File: src/rtl/iosteer_pkg.sv
package iosteer_pkg;
    typedef enum logic [1:0] {TGT_MEM, TGT_PIO, TGT_MMU} tgt_e;
    typedef enum logic [2:0] {ST_IDLE, ST_MEM, ST_PIO, ST_MMU, ST_ACK} st_e;
endpackage

File: src/rtl/iosteer_classify.sv
module iosteer_classify
    import iosteer_pkg::*;
#(
    parameter int ADDR_W = 24,
    parameter int OFF_W  = 16,
    parameter int WIN_W  = 6,
    parameter logic [ADDR_W-OFF_W-1:0] LO_PAGE = 'h7F,
    parameter logic [ADDR_W-OFF_W-1:0] HI_PAGE = 'hFF
) (
    input  logic [ADDR_W-1:0] addr_i,
    input  logic              strap_hi_i,
    output tgt_e              tgt_o
);
    localparam int PG_W = ADDR_W - OFF_W;

    logic [PG_W-1:0]  page;
    logic [OFF_W-1:0] off;
    logic [PG_W-1:0]  base;

    assign page = addr_i[ADDR_W-1:OFF_W];
    assign off  = addr_i[OFF_W-1:0];
    assign base = strap_hi_i ? HI_PAGE : LO_PAGE;

    always_comb begin
        if (page != base)
            tgt_o = TGT_MEM;
        else if (&off[OFF_W-1:WIN_W])
            tgt_o = TGT_MMU;
        else
            tgt_o = TGT_PIO;
    end
endmodule

File: src/rtl/iosteer_fsm.sv
module iosteer_fsm
    import iosteer_pkg::*;
#(
    parameter int OFF_W = 16
) (
    input  logic             clk,
    input  logic             rst_n,
    input  logic             as_n_i,
    input  logic             rw_i,
    input  logic [OFF_W-1:0] off_i,
    input  logic             strap_hi_i,
    input  tgt_e             tgt_i,
    input  logic             bus_rdy_i,
    input  logic             mmu_rdy_i,
    output logic             strap_q_o,
    output logic             mem_rd_o,
    output logic             mem_wr_o,
    output logic             io_rd_o,
    output logic             io_wr_o,
    output logic [OFF_W-1:0] port_o,
    output logic             mmu_cs_o,
    output logic             strobe_gate_o,
    output logic             dtack_o
);
    st_e              st_q, st_d;
    tgt_e             tgt_q;
    logic             rw_q;
    logic [OFF_W-1:0] port_q;
    logic             start;
    logic             busy;

    assign start = (st_q == ST_IDLE) && !as_n_i;
    assign busy  = (st_q != ST_IDLE);

    // state register and cycle capture
    always_ff @(posedge clk or negedge rst_n) begin
        if (!rst_n) begin
            st_q      <= ST_IDLE;
            tgt_q     <= TGT_MEM;
            rw_q      <= 1'b1;
            port_q    <= '0;
            strap_q_o <= 1'b0;
        end else begin
            st_q <= st_d;
            if ((st_q == ST_IDLE) && as_n_i)
                strap_q_o <= strap_hi_i;
            if (start) begin
                tgt_q  <= tgt_i;
                rw_q   <= rw_i;
                port_q <= off_i;
            end
        end
    end

    // next state
    always_comb begin
        st_d = st_q;
        unique case (st_q)
            ST_IDLE: begin
                if (!as_n_i) begin
                    unique case (tgt_i)
                        TGT_PIO: st_d = ST_PIO;
                        TGT_MMU: st_d = ST_MMU;
                        default: st_d = ST_MEM;
                    endcase
                end
            end
            ST_MEM, ST_PIO: begin
                if (as_n_i)         st_d = ST_IDLE;
                else if (bus_rdy_i) st_d = ST_ACK;
            end
            ST_MMU: begin
                if (as_n_i)         st_d = ST_IDLE;
                else if (mmu_rdy_i) st_d = ST_ACK;
            end
            ST_ACK: begin
                if (as_n_i)         st_d = ST_IDLE;
            end
            default: st_d = ST_IDLE;
        endcase
    end

    // outputs
    always_comb begin
        mem_rd_o      = busy && (tgt_q == TGT_MEM) && rw_q;
        mem_wr_o      = busy && (tgt_q == TGT_MEM) && !rw_q;
        io_rd_o       = busy && (tgt_q == TGT_PIO) && rw_q;
        io_wr_o       = busy && (tgt_q == TGT_PIO) && !rw_q;
        port_o        = (busy && (tgt_q == TGT_PIO)) ? port_q : '0;
        mmu_cs_o      = (st_q == ST_MMU);
        strobe_gate_o = busy && (tgt_q == TGT_MMU);
        unique case (st_q)
            ST_MEM, ST_PIO: dtack_o = bus_rdy_i;
            ST_MMU:         dtack_o = mmu_rdy_i;
            ST_ACK:         dtack_o = 1'b1;
            default:        dtack_o = 1'b0;
        endcase
    end
endmodule

File: src/rtl/iosteer_top.sv
module iosteer_top
    import iosteer_pkg::*;
#(
    parameter int ADDR_W = 24,
    parameter int OFF_W  = 16,
    parameter int WIN_W  = 6
) (
    input  logic              clk,
    input  logic              rst_n,
    input  logic [ADDR_W-1:0] addr_i,
    input  logic              as_n_i,
    input  logic              rw_i,
    input  logic              strap_hi_i,
    input  logic              bus_rdy_i,
    input  logic              mmu_rdy_i,
    output logic              mem_rd_o,
    output logic              mem_wr_o,
    output logic              io_rd_o,
    output logic              io_wr_o,
    output logic [OFF_W-1:0]  port_o,
    output logic              mmu_cs_o,
    output logic              strobe_gate_o,
    output logic              dtack_o
);
    localparam int PG_W = ADDR_W - OFF_W;
    localparam logic [PG_W-1:0] PAGE_LO = {1'b0, {(PG_W-1){1'b1}}};
    localparam logic [PG_W-1:0] PAGE_HI = {PG_W{1'b1}};

    tgt_e tgt;
    logic strap_q;

    iosteer_classify #(
        .ADDR_W (ADDR_W),
        .OFF_W  (OFF_W),
        .WIN_W  (WIN_W),
        .LO_PAGE(PAGE_LO),
        .HI_PAGE(PAGE_HI)
    ) classify_i (
        .addr_i    (addr_i),
        .strap_hi_i(strap_q),
        .tgt_o     (tgt)
    );

    iosteer_fsm #(.OFF_W(OFF_W)) fsm_i (
        .clk          (clk),
        .rst_n        (rst_n),
        .as_n_i       (as_n_i),
        .rw_i         (rw_i),
        .off_i        (addr_i[OFF_W-1:0]),
        .strap_hi_i   (strap_hi_i),
        .tgt_i        (tgt),
        .bus_rdy_i    (bus_rdy_i),
        .mmu_rdy_i    (mmu_rdy_i),
        .strap_q_o    (strap_q),
        .mem_rd_o     (mem_rd_o),
        .mem_wr_o     (mem_wr_o),
        .io_rd_o      (io_rd_o),
        .io_wr_o      (io_wr_o),
        .port_o       (port_o),
        .mmu_cs_o     (mmu_cs_o),
        .strobe_gate_o(strobe_gate_o),
        .dtack_o      (dtack_o)
    );
endmodule

File: config.mk
export PLATFORM = sky130hd
export DESIGN_NAME = iosteer_top
export DESIGN_NICKNAME = d
export VERILOG_FILES = /design/src/rtl/iosteer_pkg.sv /design/src/rtl/iosteer_classify.sv /design/src/rtl/iosteer_fsm.sv /design/src/rtl/iosteer_top.sv
export SDC_FILE = /design/constraint.sdc
export NUM_CORES = 1
export LEC_CHECK = 0
export CAP_MARGIN = 20
export CORE_UTILIZATION = 41
export DETAILED_ROUTE_END_ITERATION = 8
export PLACE_DENSITY_LB_ADDON = 0.25
export SYNTH_ARGS = -nofsm -noshare
export SYNTH_HDL_FRONTEND = slang
export SYNTH_SLANG_ARGS = --single-unit
export TNS_END_PERCENT = 50
File: constraint.sdc
create_clock -name clk -period 2 [get_ports clk]
set_clock_uncertainty 0.2 [all_clocks]
set_input_delay 0.5 -clock clk [delete_from_list [all_inputs] [get_ports clk]]
set_output_delay 0.5 -clock clk [all_outputs]
set_load 0.05 [all_outputs]
# ---- Word level (Yosys, flattened, before mapping)
# Cells that the tools add are included.
# W data, S select, Z words.
dict set report word_totals {
  ff_bits 23
  latch_bits 0
  ram_bits 0
  rom_bits 0
  input_bits 31
  out_inout_bits 23
  elab_cells 48
  n_memories 0
}
dict set report op_classes {
  add_sub_neg 0
  mul 0
  div 0
  n_lt_le_gt_ge 0
  n_eq_ne 13
  n_shift 0
  mux 13
  bitwise_logic 0
  n_reduce_logical 17
}
# op count
set op_table {}
lappend op_table {{$mux W3} 6}
lappend op_table {{$mux W16} 1}
lappend op_table {{$pmux W3 S4} 1}
lappend op_table {{$reduce_and A10 Y1} 1}
lappend op_table {{$logic_and A1 B1 Y1} 9}
lappend op_table {{$mux W8} 1}
lappend op_table {{$ne A8 B8 Y1} 1}
lappend op_table {{$eq A3 B2 Y1 const B} 2}
lappend op_table {{$ne A3 B3 Y1 const B} 2}
lappend op_table {{$eq A2 B1 Y1 const B} 2}
lappend op_table {{$eq A2 B2 Y1 const B} 2}
lappend op_table {{$mux W2} 2}
lappend op_table {{$ne A2 B2 Y1 const B} 2}
lappend op_table {{$pmux W2 S2} 1}
lappend op_table {{$reduce_and A4 Y1} 1}
lappend op_table {{$eq A3 B1 Y1 const B} 1}
lappend op_table {{$eq A3 B3 Y1 const B} 1}
lappend op_table {{$logic_not A3 Y1} 1}
lappend op_table {{$pmux W1 S3} 1}
lappend op_table {{$reduce_bool A3 Y1} 1}
lappend op_table {{$logic_not A1 Y1} 2}
lappend op_table {{$logic_not A2 Y1} 1}
lappend op_table {{$reduce_or A2 Y1} 1}

# ---- Longest topological paths before layout
dict set report depth {
  depth_word 7
  ltp_mapped 6
  ltp_nobuf 3
}

# ---- Hierarchy
# A second synthesis with hierarchy kept.
dict set report hier_totals {
  cells_unflattened 102
  area_unflattened_um2 1248.7
}
# module n_inst cells_each area_each_um2 seq_area_each_um2
set by_module_without_submodules {}
lappend by_module_without_submodules {iosteer_fsm 1 92 1178.6 576.8}
lappend by_module_without_submodules {iosteer_classify 1 10 70.1 0.0}

# ---- Worst setup path after synthesis
# No wires, ideal clock.
dict set report synth_timing {
  path_type {flip-flop to output port}
  from {register fsm_i.st_q[2]}
  to {output mem_rd_o}
  arrival_ns 2.185
  required_time_ns 1.300
  setup_slack_ns -0.885
  stages_incl_launch_ff 3
  n_path_buf 0
  path_cell_list {dfrtp_1 nor3_2 nor4b_1}
}
dict set report synth_via {
  elab_chain_len 3
}
# item line
set synth_rtl {}
lappend synth_rtl {{start, declared} iosteer_fsm.sv:25} ;# st_e st_q, st_d;
lappend synth_rtl {{start signal, assigned} iosteer_fsm.sv:44} ;# st_q <= st_d;
lappend synth_rtl {{$reduce_bool A3 Y1} iosteer_fsm.sv:33} ;# assign busy = (st_q != ST_IDLE);
lappend synth_rtl {{$logic_and A1 B1 Y1 (2 in series)} iosteer_fsm.sv:85} ;# mem_rd_o = busy && (tgt_q == TGT_MEM) && rw_q;
lappend synth_rtl {{end, declared} iosteer_top.sv:16} ;# output logic mem_rd_o,
# Every way passes these cells.

# ---- Worst setup path after layout
dict set report layout_timing {
  from {register fsm_i.st_q[1]}
  to {register fsm_i.st_q[2]}
}
dict set report layout_via {
  elab_chain_len 4
  elab_cells_between_ends 12
  cone_classes {eq/ne: 8; mux: 1; reduce/logical: 3}
}
# item line
set layout_rtl {}
lappend layout_rtl {{$eq A3 B1 Y1 or $eq A3 B2 Y1 (tied branches)} iosteer_fsm.sv:58} ;# unique case (st_q)
lappend layout_rtl {{$reduce_or A2 Y1} iosteer_fsm.sv:58}
lappend layout_rtl {{$ne A3 B3 Y1 (no source line)} -}
lappend layout_rtl {{$reduce_and A4 Y1 (no source line)} -}
# Several ways; a longest one is shown, not always the timed one.
# A chain may end at the register's enable or synchronous reset.

==> results <==
==> cell usage after synthesis, types with 2 or more instances <==
master and instances:
nand2_1 56, dfrtp_1 22, and2_1 17, buf_6 3, nand4_1 3, nor2_1 3, and3_1 2, clkbuf_1 2
mux2_2 2, nor2b_1 2, nor4_4 2
==> state kept, by name, indices dropped and copies added, names as in the netlist <==
name,cells
fsm_i.rw_q,1
fsm_i.strap_q_o,1
fsm_i.tgt_q,2
fsm_i.port_q,16
fsm_i.st_q,3
==> placed cells by master (no fill, tap or decap), types with 2 or more instances in the layout <==
cell type / instances
and2_4: 17
and3_1: 2
buf_12: 22
buf_4: 22
buf_6: 4
clkbuf_4: 3
clkdlybuf4s50_1: 28
dfrtp_1: 19
dfrtp_2: 3
dlygate4sd2_1: 2
nand2_1: 56
nand4_1: 3
nor2_2: 2
nor3b_2: 2
nor4_4: 3
==> worst max-delay path, delay by kind of cell (launching register included) <==
kind                   cells  cell delay (ps)
buffers and inverters     10             1290
and+or+nand+nor            2              270
AOI/OAI and AO/OA          1               80
DFF                        1              410
==> power breakdown <==
group / internal [mW] / switching (mW) / leakage (nW)
Clock: 0.0748 / 0.141 / 0.0177
Combinational: 0.272 / 0.263 / 0.761
Sequential: 0.573 / 0.0776 / 0.283
Total: 0.920 / 0.481 / 1.06
==> timing repair <==
| action | in CTS | in global routing |
|---|---|---|
| resized for setup | 13 | 18 |
| setup buffers | 9 | 1 |
| cloned | 0 | 0 |
| endpoints found under the setup margin | 23 | 24 |
| pin swaps | 9 | 5 |
==> cell families after synthesis <==
logic type             synth area share (%)
AND/OR/NAND/NOR                        40.3
flip-flops                             48.0
AO/OA/AOI/OAI                          4.27
buffers and inverters                  4.06
multiplexers                           2.71
XOR/XNOR                              0.729
==> stage by stage <==
step | power [mW] | hold slack [ps] | setup slack [ps]
6_report | 1.40 | 299 | -327
5_1_grt | 1.48 | 324 | -418
3_5_place_dp | 1.09 | 255 | -553
3_3_place_gp | 1.05 | 248 | -489
4_1_cts | 1.36 | 284 | -330
2_1_floorplan | 0.875 | 4.41 | -168
==> worst paths after layout <==
path	to	start	slack [ps]
max in group asynchronous	fsm_i.rw_q	rst_n	990
hold / removal	fsm_i.port_q[11]	fsm_i.port_q[11]	300
setup reg to reg	fsm_i.st_q[2]	fsm_i.st_q[1]	-330
setup / recovery	fsm_i.st_q[2]	fsm_i.st_q[1]	-330
hold reg to reg	fsm_i.port_q[11]	fsm_i.port_q[11]	300
min in group asynchronous	fsm_i.port_q[2]	rst_n	330
==> cell type report <==
type	instances	share of cell area, %
Sequential cell	23	25.3
Tap cell	31	1.69
Clock buffer	3	0.983
Multi-Input combinational cell	104	30.4
Clock inverter	1	0.218
Timing Repair Buffer	78	41.4
==> layer usage <==
| metal | wire length, um | up-vias |
|---|---|---|
| li1 | - | 590 |
| met3 | 164 | 15 |
| met4 | 140 | 0 |
| met2 | 2080 | 53 |
| met1 | 1360 | 607 |
| met5 | 0 | - |
==> flow_summary.yaml <==
outcome:
  status: "finished with violations"
  violations: "setup timing"
detailed_routing:
  finalWirelength_mm: 3.74
  routed_via_density: 5.27
  wl_per_cell_um: 15.6
  route.detailed.drc: 0
  route.vias.total: 1265
  firstDrtPassIters: 4
  drt.antenna.violating_nets: 0
  drt_iter0_drc: 18
global_routing:
  use_met3_pct: 2.79
  met2_usage_pct: 46.1
  grt_use_met1_pct: 24.2
  grt_pass1_vias: 1268
  grt_pass1_wl_mm: 5.66
  busiest_layer: "met2"
  grt_max_degree: 24
  overflow: 0
  antenna_found_initial: 0
  grt.total_usage_pct: 23.4
floorplanning:
  start_util_pct: 43.6
  die_height_um: 56.2
  die-area_um2: 3150
  io_pins: 54
  coreArea_um2: 2760
  rows: 19
  die-width_um: 56.2
job:
  maxCapViolCount: 0
clock_network:
  cts-root-buf: "clkbuf_4"
  cts_num_sinks: 23
  cts_buffers: 3
  clk_path_buf_depth: 2
  h-tree-depth: 1
  cts_hold_buf: 0
  clk_latency_ps: 310
  cts_tree: "built"
  clk_pin_slew_ps: 130
critical_path:
  endpoint_kind: "flop"
  path_class: "reg2reg"
  cp_max_fo: 8
  worstPathCellList: "buf_4 -> nor2b_2 -> a221oi_4 -> buf_4 -> buf_4 -> buf_4 -> buf_4 -> buf_4 -> buf_4 -> buf_4 -> buf_4 -> buf_4 -> nor3_1"
  rr_worst_depth: 13
  crit_top_cell: "buf_4"
  cp_slowest_cell: "dfrtp_1"
  critPathLaunchType: "flop"
  worstPathArrival_ps: 2360
  slowest_delay_ps: 410
  required_ps: 2040
layout:
  areaGrowthSynthToFinish_pct: 90.6
  fin_area_um2: 2290
  fillCellCount: 165
  multiInputGateArea_um2: 697
  final-seq-area_um2: 581
  antenna_cells: 0
  layout.nets: 241
  final_cells: 240
  fin_util_pct: 83.1
  drive_above_1_share_pct: 42.1
yosys:
  syn_inst: 133
  synth_largest_area_cell: "dfrtp_1"
  synth_top_cell_area_share_pct: 45.8
  yosys_register_bits: 23
  yosysSeqAreaShare_pct: 48.0
  async_reset_ff_share_pct: 100
  yosysUniqueCellTypes: 30
  syn_nets: 164
  yosys_warnings: 0
  synth_edf_count: 0
  netlist_area_um2: 1200
  ys_dominant_reg_cell: "dfrtp_1"
  synth_area_leaders: "dfrtp_1 46%, nand2_1 17%, and2_1 8.8%"
  avgSynthCellArea_um2: 9.04
sta:
  hold_viol: 0
  period_share_pct: 116
  period_minus_slack_ps: 2330
  rsz0062_at_grt: "true"
  max_freq_mhz: 430
  worst_pin_slew_ps: 321
  slew_viol_final: 0
  worst_slack_ps: -327
  setup_violations: 23
  setup_tns_ps: -6260
  max_slew_margin_pct: 78.5
placement:
  placedCellCount: 226
  gp_congestion: 0.835
  post-dp-hpwl_mm: 2.60
  portBuffers: 53
  place_area_um2: 2090
power:
  power_per_cell_area_nw_per_um2: 611
  peakVddDrop_uv: 541
  cellLeakagePower_nw: 1.06
worst_hold_path:
  min_path_type: "reg2reg"
  holdPathStages: 2
(Power assumes the default switching activity.)
